**src/rtl/bgen_pkg.sv**
```systemverilog
package bgen_pkg;

    // Phase of the divide-by-two prescaler.
    typedef enum logic {
        PH_FIRST  = 1'b0,
        PH_SECOND = 1'b1
    } pre_phase_e;

    // State of the reload counter.
    typedef struct packed {
        logic [31:0] cnt;
        logic        tick;
    } cnt_state_t;

    // Number of peripheral clocks between ticks for a reload value.
    function automatic int unsigned period_clocks(input int unsigned reload);
        return 2 * (reload + 1);
    endfunction

endpackage

```
**src/rtl/bgen_prescale.sv**
```systemverilog
module bgen_prescale
    import bgen_pkg::*;
(
    input  logic clk,
    input  logic rst,
    input  logic run,
    output logic pulse
);
    pre_phase_e phase_q;

    always_ff @(posedge clk) begin
        if (rst || !run) begin
            phase_q <= PH_FIRST;
        end else begin
            phase_q <= (phase_q == PH_FIRST) ? PH_SECOND : PH_FIRST;
        end
    end

    // Enable pulse on every second clock while running.
    assign pulse = run && (phase_q == PH_SECOND);

endmodule

```
**src/rtl/bgen_reload_reg.sv**
```systemverilog
module bgen_reload_reg #(
    parameter int RELOAD_W = 13
) (
    input  logic                clk,
    input  logic                rst,
    input  logic                run,
    input  logic                wr,
    input  logic [RELOAD_W-1:0] wdata,
    output logic [RELOAD_W-1:0] reload_q,
    output logic [RELOAD_W-1:0] load_val
);
    logic accept;

    // Writes are taken only while the generator is stopped.
    assign accept = wr && !run;

    always_ff @(posedge clk) begin
        if (rst) begin
            reload_q <= '0;
        end else if (accept) begin
            reload_q <= wdata;
        end
    end

    // Bypass path: a write in the last stopped cycle reaches the counter at once.
    assign load_val = accept ? wdata : reload_q;

endmodule

```
**src/rtl/bgen_down_counter.sv**
```systemverilog
module bgen_down_counter #(
    parameter int RELOAD_W = 13
) (
    input  logic                clk,
    input  logic                rst,
    input  logic                run,
    input  logic                pulse,
    input  logic [RELOAD_W-1:0] load_val,
    output logic                tick
);
    logic [RELOAD_W-1:0] cnt_q;
    logic                tick_q;
    logic                at_zero;

    assign at_zero = (cnt_q == '0);

    always_ff @(posedge clk) begin
        if (rst) begin
            cnt_q  <= '0;
            tick_q <= 1'b0;
        end else if (!run) begin
            // Hold at the start of a period so a restart gives a full one.
            cnt_q  <= load_val;
            tick_q <= 1'b0;
        end else if (pulse) begin
            if (at_zero) begin
                cnt_q  <= load_val;
                tick_q <= 1'b1;
            end else begin
                cnt_q  <= cnt_q - 1'b1;
                tick_q <= 1'b0;
            end
        end else begin
            tick_q <= 1'b0;
        end
    end

    assign tick = tick_q;

endmodule

```
**src/rtl/baud_tick_gen.sv**
```systemverilog
module baud_tick_gen #(
    parameter int RELOAD_W = 13
) (
    input  logic                clk,
    input  logic                rst,
    input  logic                run,
    input  logic                baud_wr,
    input  logic [RELOAD_W-1:0] baud_wdata,
    output logic                tick
);
    logic                pulse;
    logic [RELOAD_W-1:0] reload_q;
    logic [RELOAD_W-1:0] load_val;

    bgen_prescale u_pre (
        .clk   (clk),
        .rst   (rst),
        .run   (run),
        .pulse (pulse)
    );

    bgen_reload_reg #(.RELOAD_W(RELOAD_W)) u_reg (
        .clk      (clk),
        .rst      (rst),
        .run      (run),
        .wr       (baud_wr),
        .wdata    (baud_wdata),
        .reload_q (reload_q),
        .load_val (load_val)
    );

    bgen_down_counter #(.RELOAD_W(RELOAD_W)) u_cnt (
        .clk      (clk),
        .rst      (rst),
        .run      (run),
        .pulse    (pulse),
        .load_val (load_val),
        .tick     (tick)
    );

endmodule

```
**config.mk**
```make
export PLATFORM = sky130hd
export DESIGN_NAME = baud_tick_gen
export DESIGN_NICKNAME = d
export VERILOG_FILES = /design/src/rtl/bgen_pkg.sv /design/src/rtl/bgen_prescale.sv /design/src/rtl/bgen_reload_reg.sv /design/src/rtl/bgen_down_counter.sv /design/src/rtl/baud_tick_gen.sv
export SDC_FILE = /design/constraint.sdc
export NUM_CORES = 1
export LEC_CHECK = 0
export BUFFER_PORTS_ARGS = -buffer_cell sky130_fd_sc_hd__buf_2
export CAP_MARGIN = 20
export CORE_ASPECT_RATIO = 0.8
export CORE_UTILIZATION = 54
export DETAILED_ROUTE_END_ITERATION = 8
export GPL_ROUTABILITY_DRIVEN = 1
export PLACE_DENSITY = 0.75
export SETUP_SLACK_MARGIN = 0.5
export SYNTH_ARGS = -nofsm -noshare
export SYNTH_HDL_FRONTEND = slang
export SYNTH_SLANG_ARGS = --single-unit
```
**constraint.sdc**
```tcl
create_clock -name clk -period 2.4 [get_ports clk]
set_input_delay 0.12 -clock clk [delete_from_list [all_inputs] [get_ports clk]]
set_output_delay 0.12 -clock clk [all_outputs]
set_load 0.01 [all_outputs]
```
# Word level (Yosys, flattened, before mapping)
# Cells that the tools add are included.
[op_classes]
eq_ne = 1
bitwise_logic = 2
muxes = 6
add_sub_neg = 1
n_reduce_logical = 6
[ops]
columns = ["cell", "count"]
rows = [
  ["13-bit two-way mux", 4],
  ["13-bit zero test", 1],
  ["13-bit by 1-bit subtractor with 13-bit output, second input constant", 1],
  ["3-bit OR reduction", 1],
  ["1-bit logical AND", 2],
  ["1-bit two-way mux", 2],
  ["2-bit by 1-bit != test with 1-bit output, second input constant", 1],
  ["1-bit NOT", 2],
  ["1-bit zero test", 1],
  ["1-bit logical OR", 1],
]
[totals]
inputBits = 17
ff_bits = 28

# Logic depth before layout (Yosys ltp)
# Gate-level depths: netlist (run 1).
[depth]
word_depth = 6
mapped_depth = 7
mapped_depth_nobuf = 6

# Cells and area by module
# From an unflattened synthesis (run 1), not the netlist that was laid out.
[unflattened]
cells_unflattened = 200
area_unflattened_um2 = 1803.0
[modules_own_cells]
columns = ["module", "area_each_um2", "cells_each", "n_inst", "seq_area_each_um2"]
rows = [
  ["bgen_down_counter", 973.4, 124, 1, 280.3],
  ["bgen_reload_reg", 790.8, 73, 1, 260.2],
  ["bgen_prescale", 38.8, 3, 1, 20.0],
]

# Worst setup path after synthesis (run 1)
# Ideal clock, no wire load.
[synth_timing]
kind = "register -> register"
start = "register u_cnt.cnt_q[4]"
end = "register u_cnt.cnt_q[2]"
arrival_ns = 2.045
setup_slack_ns = 0.233
required_time_ns = 2.278
stages_incl_launch_ff = 7
path_buffers = 2
path_cell_list = "dfxtp_1 -> buf_6 -> or4_4 -> buf_6 -> o41a_1 -> a31o_2 -> a221o_1"
[synth_via]
elab_chain_len = 4
[synth_lines]
columns = ["element", "line_no", "text"]
rows = [
  ["start: declaration", "bgen_down_counter.sv:11", "logic [RELOAD_W-1:0] cnt_q;"],
  ["start signal: assignment", "bgen_down_counter.sv:23", "cnt_q <= load_val;"],
  ["start signal: assignment", "bgen_down_counter.sv:27", "cnt_q <= load_val;"],
  ["start signal: assignment", "bgen_down_counter.sv:30", "cnt_q <= cnt_q - 1'b1;"],
  ["13-bit zero test", "bgen_down_counter.sv:15", "assign at_zero = (cnt_q == '0);"],
  ["13-bit two-way mux", "bgen_down_counter.sv:26", "if (at_zero) begin"],
  ["13-bit two-way mux", "bgen_down_counter.sv:25", "end else if (pulse) begin"],
  ["13-bit two-way mux", "bgen_down_counter.sv:21", "end else if (!run) begin"],
]
# No other way between the ends. The select of a mux whose other input is x is not followed.
# A chain may end at the register's enable or synchronous reset.

# Final worst setup path (run 1)
[layout_timing]
start = "register u_cnt.cnt_q[9]"
end = "register u_cnt.cnt_q[8]"
# Same word-level chain as after synthesis.

==> impl_metrics.ini, run 1 <==
[layout]
num_antenna_cells = 0
drive_above_1_share = 0.315
syn_to_final_growth_pct = 20.9
final_cells = 217
postLayoutCoreUtil = 0.700
nets = 201
final_area_mm2 = 0.00174

[worst_setup_path]
required_ns = 2.63
critPathLaunch = u_cnt.cnt_q[9]
worstSetupPathType = reg2reg
r2r_start = u_cnt.cnt_q[9]
r2r-end = u_cnt.cnt_q[8]
worstRegToRegCells = 4
cp-end-kind = register
critPathMaxFanout = 6
start_kind = register
r2r_slack_ns = 0.27
arrival_ns = 2.36

[clock_network]
numCtsBuffers = 3
cts_root_buf = clkbuf_4
cts_tree = done
h-tree-depth = 1
cts.sinks = 28
cts.path.max_buffers = 2
clk_latency_ns = 0.33
clkTransAtPathRegs_ns = 0.15
cts_hold_buf = 0

[placed_design]
place.port_buffers = 17
dpl_cell_area_mm2 = 0.00157
dp_hpwl_um = 2290
place_inst = 205
place.gp.congestion = 0.819

[yosys]
ys_types = 46
synth_common_cells = 28 x dfxtp_1, 17 x nor2_1, 13 x mux2i_1, 9 x clkbuf_1, 7 x nor3_1
synth_edf_count = 0
synth_top_area_frac = 0.390
syn-instance-count = 157
synth_area_leaders = dfxtp_1 39%, mux2i_1 9.1%, nor2_1 4.4%, nor4_1 2.6%, a32oi_1 2.4%
ys_ff_latch = 28
yosys_warnings = 0
synth_area_per_cell_um2 = 9.16
netlist_area_mm2 = 0.00144
async_reset_ff_frac = 0
yosys.area.top_type = dfxtp_1
ys.flop_type = dfxtp_1
syn_nets = 176
synth.most_common_cell = dfxtp_1
ys_seq_area_frac = 0.390

[routing]
num_vias = 1364
routed_wl_um = 3630
ant_nets = 0
wl_per_cell_um = 16.7
drt-vias-per-instance = 6.29
drt_drc_violations_left = 0
drt_iter0_drc = 180
drt_pass1_iterations = 4

[timing]
hold_viol_final = 0
fin_crit_sh = 0.887
fin_skew_ns = 0.00306
maxSlewViolCount = 0
slew_headroom = 0.682
rsz0062_at_grt = true
min_period_ns = 2.13
setup_viol = 0
tns_ns = 0
worstMarginPinSlew_ns = 0.472
max_freq_mhz = 470

[floorplan]
die_y_um = 48.2
io_pins = 18
die_x_um = 59.7
start_util = 0.579
core_area_mm2 = 0.00248
rows = 16
dieArea_mm2 = 0.00287

[hold_path]
hold_start = baud_wdata[5]
hold_depth = 3
hold_path.class = in2reg
min_to = u_reg.reload_q[5]

[global_route]
grt_pass1_wl_um = 5340
grt_pass1_vias = 1134
grt_max_degree = 19
grt_usage = 0.256
antenna_found_initial = 0
overflow = 0

[outcome]
status = completed

[power_and_ir_drop]
irDropWorstVdd_uv = 493
cellLeakagePower_nw = 0.776
power_density_mw_per_mm2 = 872

[job]
drv_cap = 0
==> metal layers <==
metal  vias up  wire length (um)  GRT usage  share of wire
met1       634              1560      0.331           0.43
met5         -                 0          0              0
met2        65              1710      0.429           0.47
met3        10               297     0.0637          0.082
li1        655                 -          -              -
met4         0                60     0.0791          0.017
==> registers in the layout, indices dropped and copies added (netlist names) <==
signal,cells
u_cnt.tick,1
u_cnt.cnt_q,13
u_pre.phase_q,1
u_reg.reload_q,13
==> worst max-delay path, stage by stage, from the launching register on <==
cell,delay (ns)
dfxtp_4,0.39
or4_4,0.57
o41a_1,0.53
a31o_2,0.29
a211o_1,0.25
==> cell families after synthesis <==
logic type,count (synthesis),synth area share
and+or+nand+nor,57,0.211
AOI/OAI and AO/OA,36,0.206
DFF,28,0.390
buffers and inverters,19,0.0661
muxes,15,0.109
adders and majority gates,2,0.0174
==> per-stage QoR <==
| step | hold slack [ns] | worst slack (ns) | power (mW) |
|---|---|---|---|
| finish | 0.0299 | 0.271 | 1.52 |
| global route | 0.0398 | 0.237 | 1.58 |
| CTS | 0.0255 | 0.324 | 1.42 |
| detailed placement | 0.379 | 0.210 | 1.05 |
| global placement | 0.373 | 0.252 | 1.03 |
| floorplan | 0.275 | 0.406 | 0.959 |
==> how the worst max path moves through the flow <==
stage / end / slack, ns / cells after the start
floorplan: u_cnt.cnt_q[9] / 0.41 / 6
CTS: u_cnt.cnt_q[7] / 0.32 / 5
global placement: u_cnt.cnt_q[7] / 0.25 / 5
global route: u_cnt.cnt_q[7] / 0.24 / 5
finish: u_cnt.cnt_q[8] / 0.27 / 4
detailed placement: u_cnt.cnt_q[7] / 0.21 / 5
==> cell usage in the layout (no fill, tap or decap), types with 5 or more instances in the layout <==
master,instances
buf_4,13
nor2_1,17
nor3_1,7
mux2i_1,13
nor4_1,5
inv_1,6
buf_2,17
nand2_1,5
dfxtp_1,22
==> what timing repair did <==
action / 4_1_cts / 5_1_grt
setup endpoints to repair: 13 / 13
gates cloned: 1 / 0
endpoints found under the hold margin: 0 / 0
resized for setup: 7 / 11
pin swaps: 9 / 7
setup buffers: 3 / 4
==> area by class of cell <==
class,instances,area (um^2)
multi-input cells,111,840
clock buffers,3,22.5
flip-flops and latches,28,573
fillers,200,744
well taps,36,45.0
repair buffers,32,205
inverters,6,22.5
clock inverters,1,30.0
==> where the power goes <==
group | total (mW) | switching (mW) | internal [mW]
Combinational | 0.626 | 0.340 | 0.286
Clock | 0.311 | 0.142 | 0.169
Sequential | 0.580 | 0.0570 | 0.523
Note: power is estimated with default switching activity, not from simulation.
==> run 2, diff against run 1 <==
Settings changed: CORE_UTILIZATION 54 to 56, PLACE_DENSITY 0.75 to 0.77, SLEW_MARGIN from default to 20.
==> run 2 against run 1 <==
  * Sequential share of layout area about the same
  * Total power decreased by 4.7%
  * Clock skew rose by 0.0055 ns
  * Highest routed layer unchanged
  * Count of clock-buffer cells in the layout rose by 1
  * Maximum frequency up 0.52%
  * Core utilization is 0.89 points higher
  * Worst hold slack improved by 0.0037 ns
  * Sequential power about the same
  * Combinational power grew 1%
  * First-iteration DRC count decreased by 38%
  * Global-route usage rose by 0.86 points
==> impl_metrics.ini, run 2 (synthesis gave the netlist of run 1 again) <==
[timing]
worstMarginPinSlew_ns = 0.549
hold_viol_final = 0
whs_ns = 0.0336
max_freq_mhz = 472
slew_headroom = 0.630
min_period_ns = 2.12
tns_ns = 0
maxSlewViolCount = 0
fin_skew_ns = 0.00856
setup_viol = 0
rsz0062_at_grt = true
fin_crit_sh = 0.882
setup_ws_ns = 0.282

[hold_path]
hold_start = baud_wdata[9]
hold_path.class = in2reg

[power_and_ir_drop]
p_sw_mw = 0.535
pwr-share-clk = 0.160
irDropWorstVdd_uv = 554
p_int_mw = 0.910
seqPwrFrac = 0.402
swShare = 0.370
power_density_mw_per_mm2 = 835
comb_power_share = 0.438
cellLeakagePower_nw = 0.776

[clock_network]
cts_root_buf = clkbuf_4
cts_tree = done
cts.sinks = 28
clk_latency_ns = 0.33
numCtsBuffers = 3
clkTransAtPathRegs_ns = 0.15
h-tree-depth = 1
cts.path.max_buffers = 2

[global_route]
grt_max_degree = 19
met1_usage = 0.329
grt_pass1_vias = 1225
top_usage_layer = met2
use_met2 = 0.457
met3_usage = 0.0716
grt_pass1_wl_um = 5420
antenna_found_initial = 0
overflow = 0
grt_usage = 0.264

[worst_setup_path]
critPathMaxFanout = 6
r2r_start = u_cnt.cnt_q[9]
worst-path-buf-inv = 1
critPathTopFamily = compound AO/OA/AOI/OAI gates
cp-end-kind = register
r2r_slack_ns = 0.28
start_kind = register
required_ns = 2.67
cpMaxStageDelayCell = o41a_1
arrival_ns = 2.39
worstRegToRegCells = 5
path_depth = 5
worstSetupPathType = reg2reg
r2r-end = u_cnt.cnt_q[7]
critPathLaunch = u_cnt.cnt_q[9]
cpPeakStageDelay_ns = 0.55
path_cells = or4_4, o41a_1, buf_4, mux2_4, o21ai_1
endpoint = u_cnt.cnt_q[7]

[placed_design]
place_ws_ns = 0.191
place.gp.congestion = 0.780
place.port_buffers = 17
dp_hpwl_um = 2260

[routing]
wl_per_cell_um = 17.0
drt_drc_violations_left = 0
ant_nets = 0
drt_iter0_drc = 111
drt_pass1_iterations = 4
routed_wl_um = 3720
drt-vias-per-instance = 6.48
num_vias = 1420

[layout]
num_antenna_cells = 0
drive_above_1_share = 0.333
multi_input_area_um2 = 835
fillers = 207
nets = 203
postLayoutCoreUtil = 0.709
syn_to_final_growth_pct = 20.5
final_common_cell = dfxtp_1
seq_area_um2 = 572
top_regs = u_cnt.cnt_q (13), u_reg.reload_q (13)
final_cell_mix = 23 x dfxtp_1, 18 x buf_2, 17 x nor2_1

[floorplan]
start_util = 0.589
dieArea_mm2 = 0.00278
die_x_um = 58.6
die_y_um = 47.3
core_area_mm2 = 0.00244
io_pins = 18
rows = 16

[job]
drv_cap = 0

[outcome]
status = completed
==> run 2: worst min path at each step <==
stage                         to  slack, ns  cells after the start
2_1_floorplan  u_reg.reload_q[9]       0.28                      2
3_3_place_gp   u_reg.reload_q[9]       0.37                      3
3_5_place_dp   u_reg.reload_q[5]       0.39                      3
6_report       u_reg.reload_q[9]       0.03                      3
5_1_grt        u_reg.reload_q[7]       0.04                      3
4_1_cts        u_reg.reload_q[5]       0.03                      3
==> run 2: cell type report <==
class | instances | area share
Timing Repair Buffer | 34 | 0.128
Clock buffer | 4 | 0.0210
Multi-Input combinational cell | 111 | 0.482
Sequential cell | 28 | 0.330
Inverter | 6 | 0.0130
Tap cell | 36 | 0.0260
==> run 2: timing repair <==
action | in CTS | in global routing
pin swaps | 9 | 7
gates cloned | 1 | 1
endpoints found under the setup margin | 12 | 13
hold buffers | 0 | 0
gates resized for setup | 4 | 16
buffers inserted | 7 | 2
==> run 2: power by group through the flow <==
| stage | combinational [mW] | clock (mW) | sequential, mW |
|---|---|---|---|
| after global placement | 0.445 | 0 | 0.581 |
| after global routing | 0.678 | 0.255 | 0.587 |
| after floorplan | 0.390 | 0 | 0.570 |
| after detailed placement | 0.459 | 0 | 0.585 |
| final | 0.633 | 0.231 | 0.581 |
| after CTS | 0.553 | 0.234 | 0.570 |
==> run 2: metrics by stage <==
| step | instances | power [mW] | instance area (um^2) |
|---|---|---|---|
| global placement | 204 | 1.03 | 1560 |
| finish | 219 | 1.45 | 1730 |
| floorplan | 157 | 0.959 | 1450 |
| global route | 219 | 1.52 | 1730 |
| detailed placement | 204 | 1.04 | 1560 |
| CTS | 216 | 1.36 | 1670 |
==> run 2: tightest hold or removal path: stages <==
cell,delay [ns]
buf_2,0.08
mux2i_1,0.07
nor2_1,0.08
==> run 2: per-layer routing <==
| layer | routed length [um] | vias up | share of wire |
|---|---|---|---|
| li1 | - | 661 | - |
| met1 | 1530 | 676 | 0.41 |
| met2 | 1830 | 73 | 0.49 |
| met3 | 292 | 10 | 0.079 |
| met4 | 65 | 0 | 0.017 |
| met5 | 0 | - | 0 |
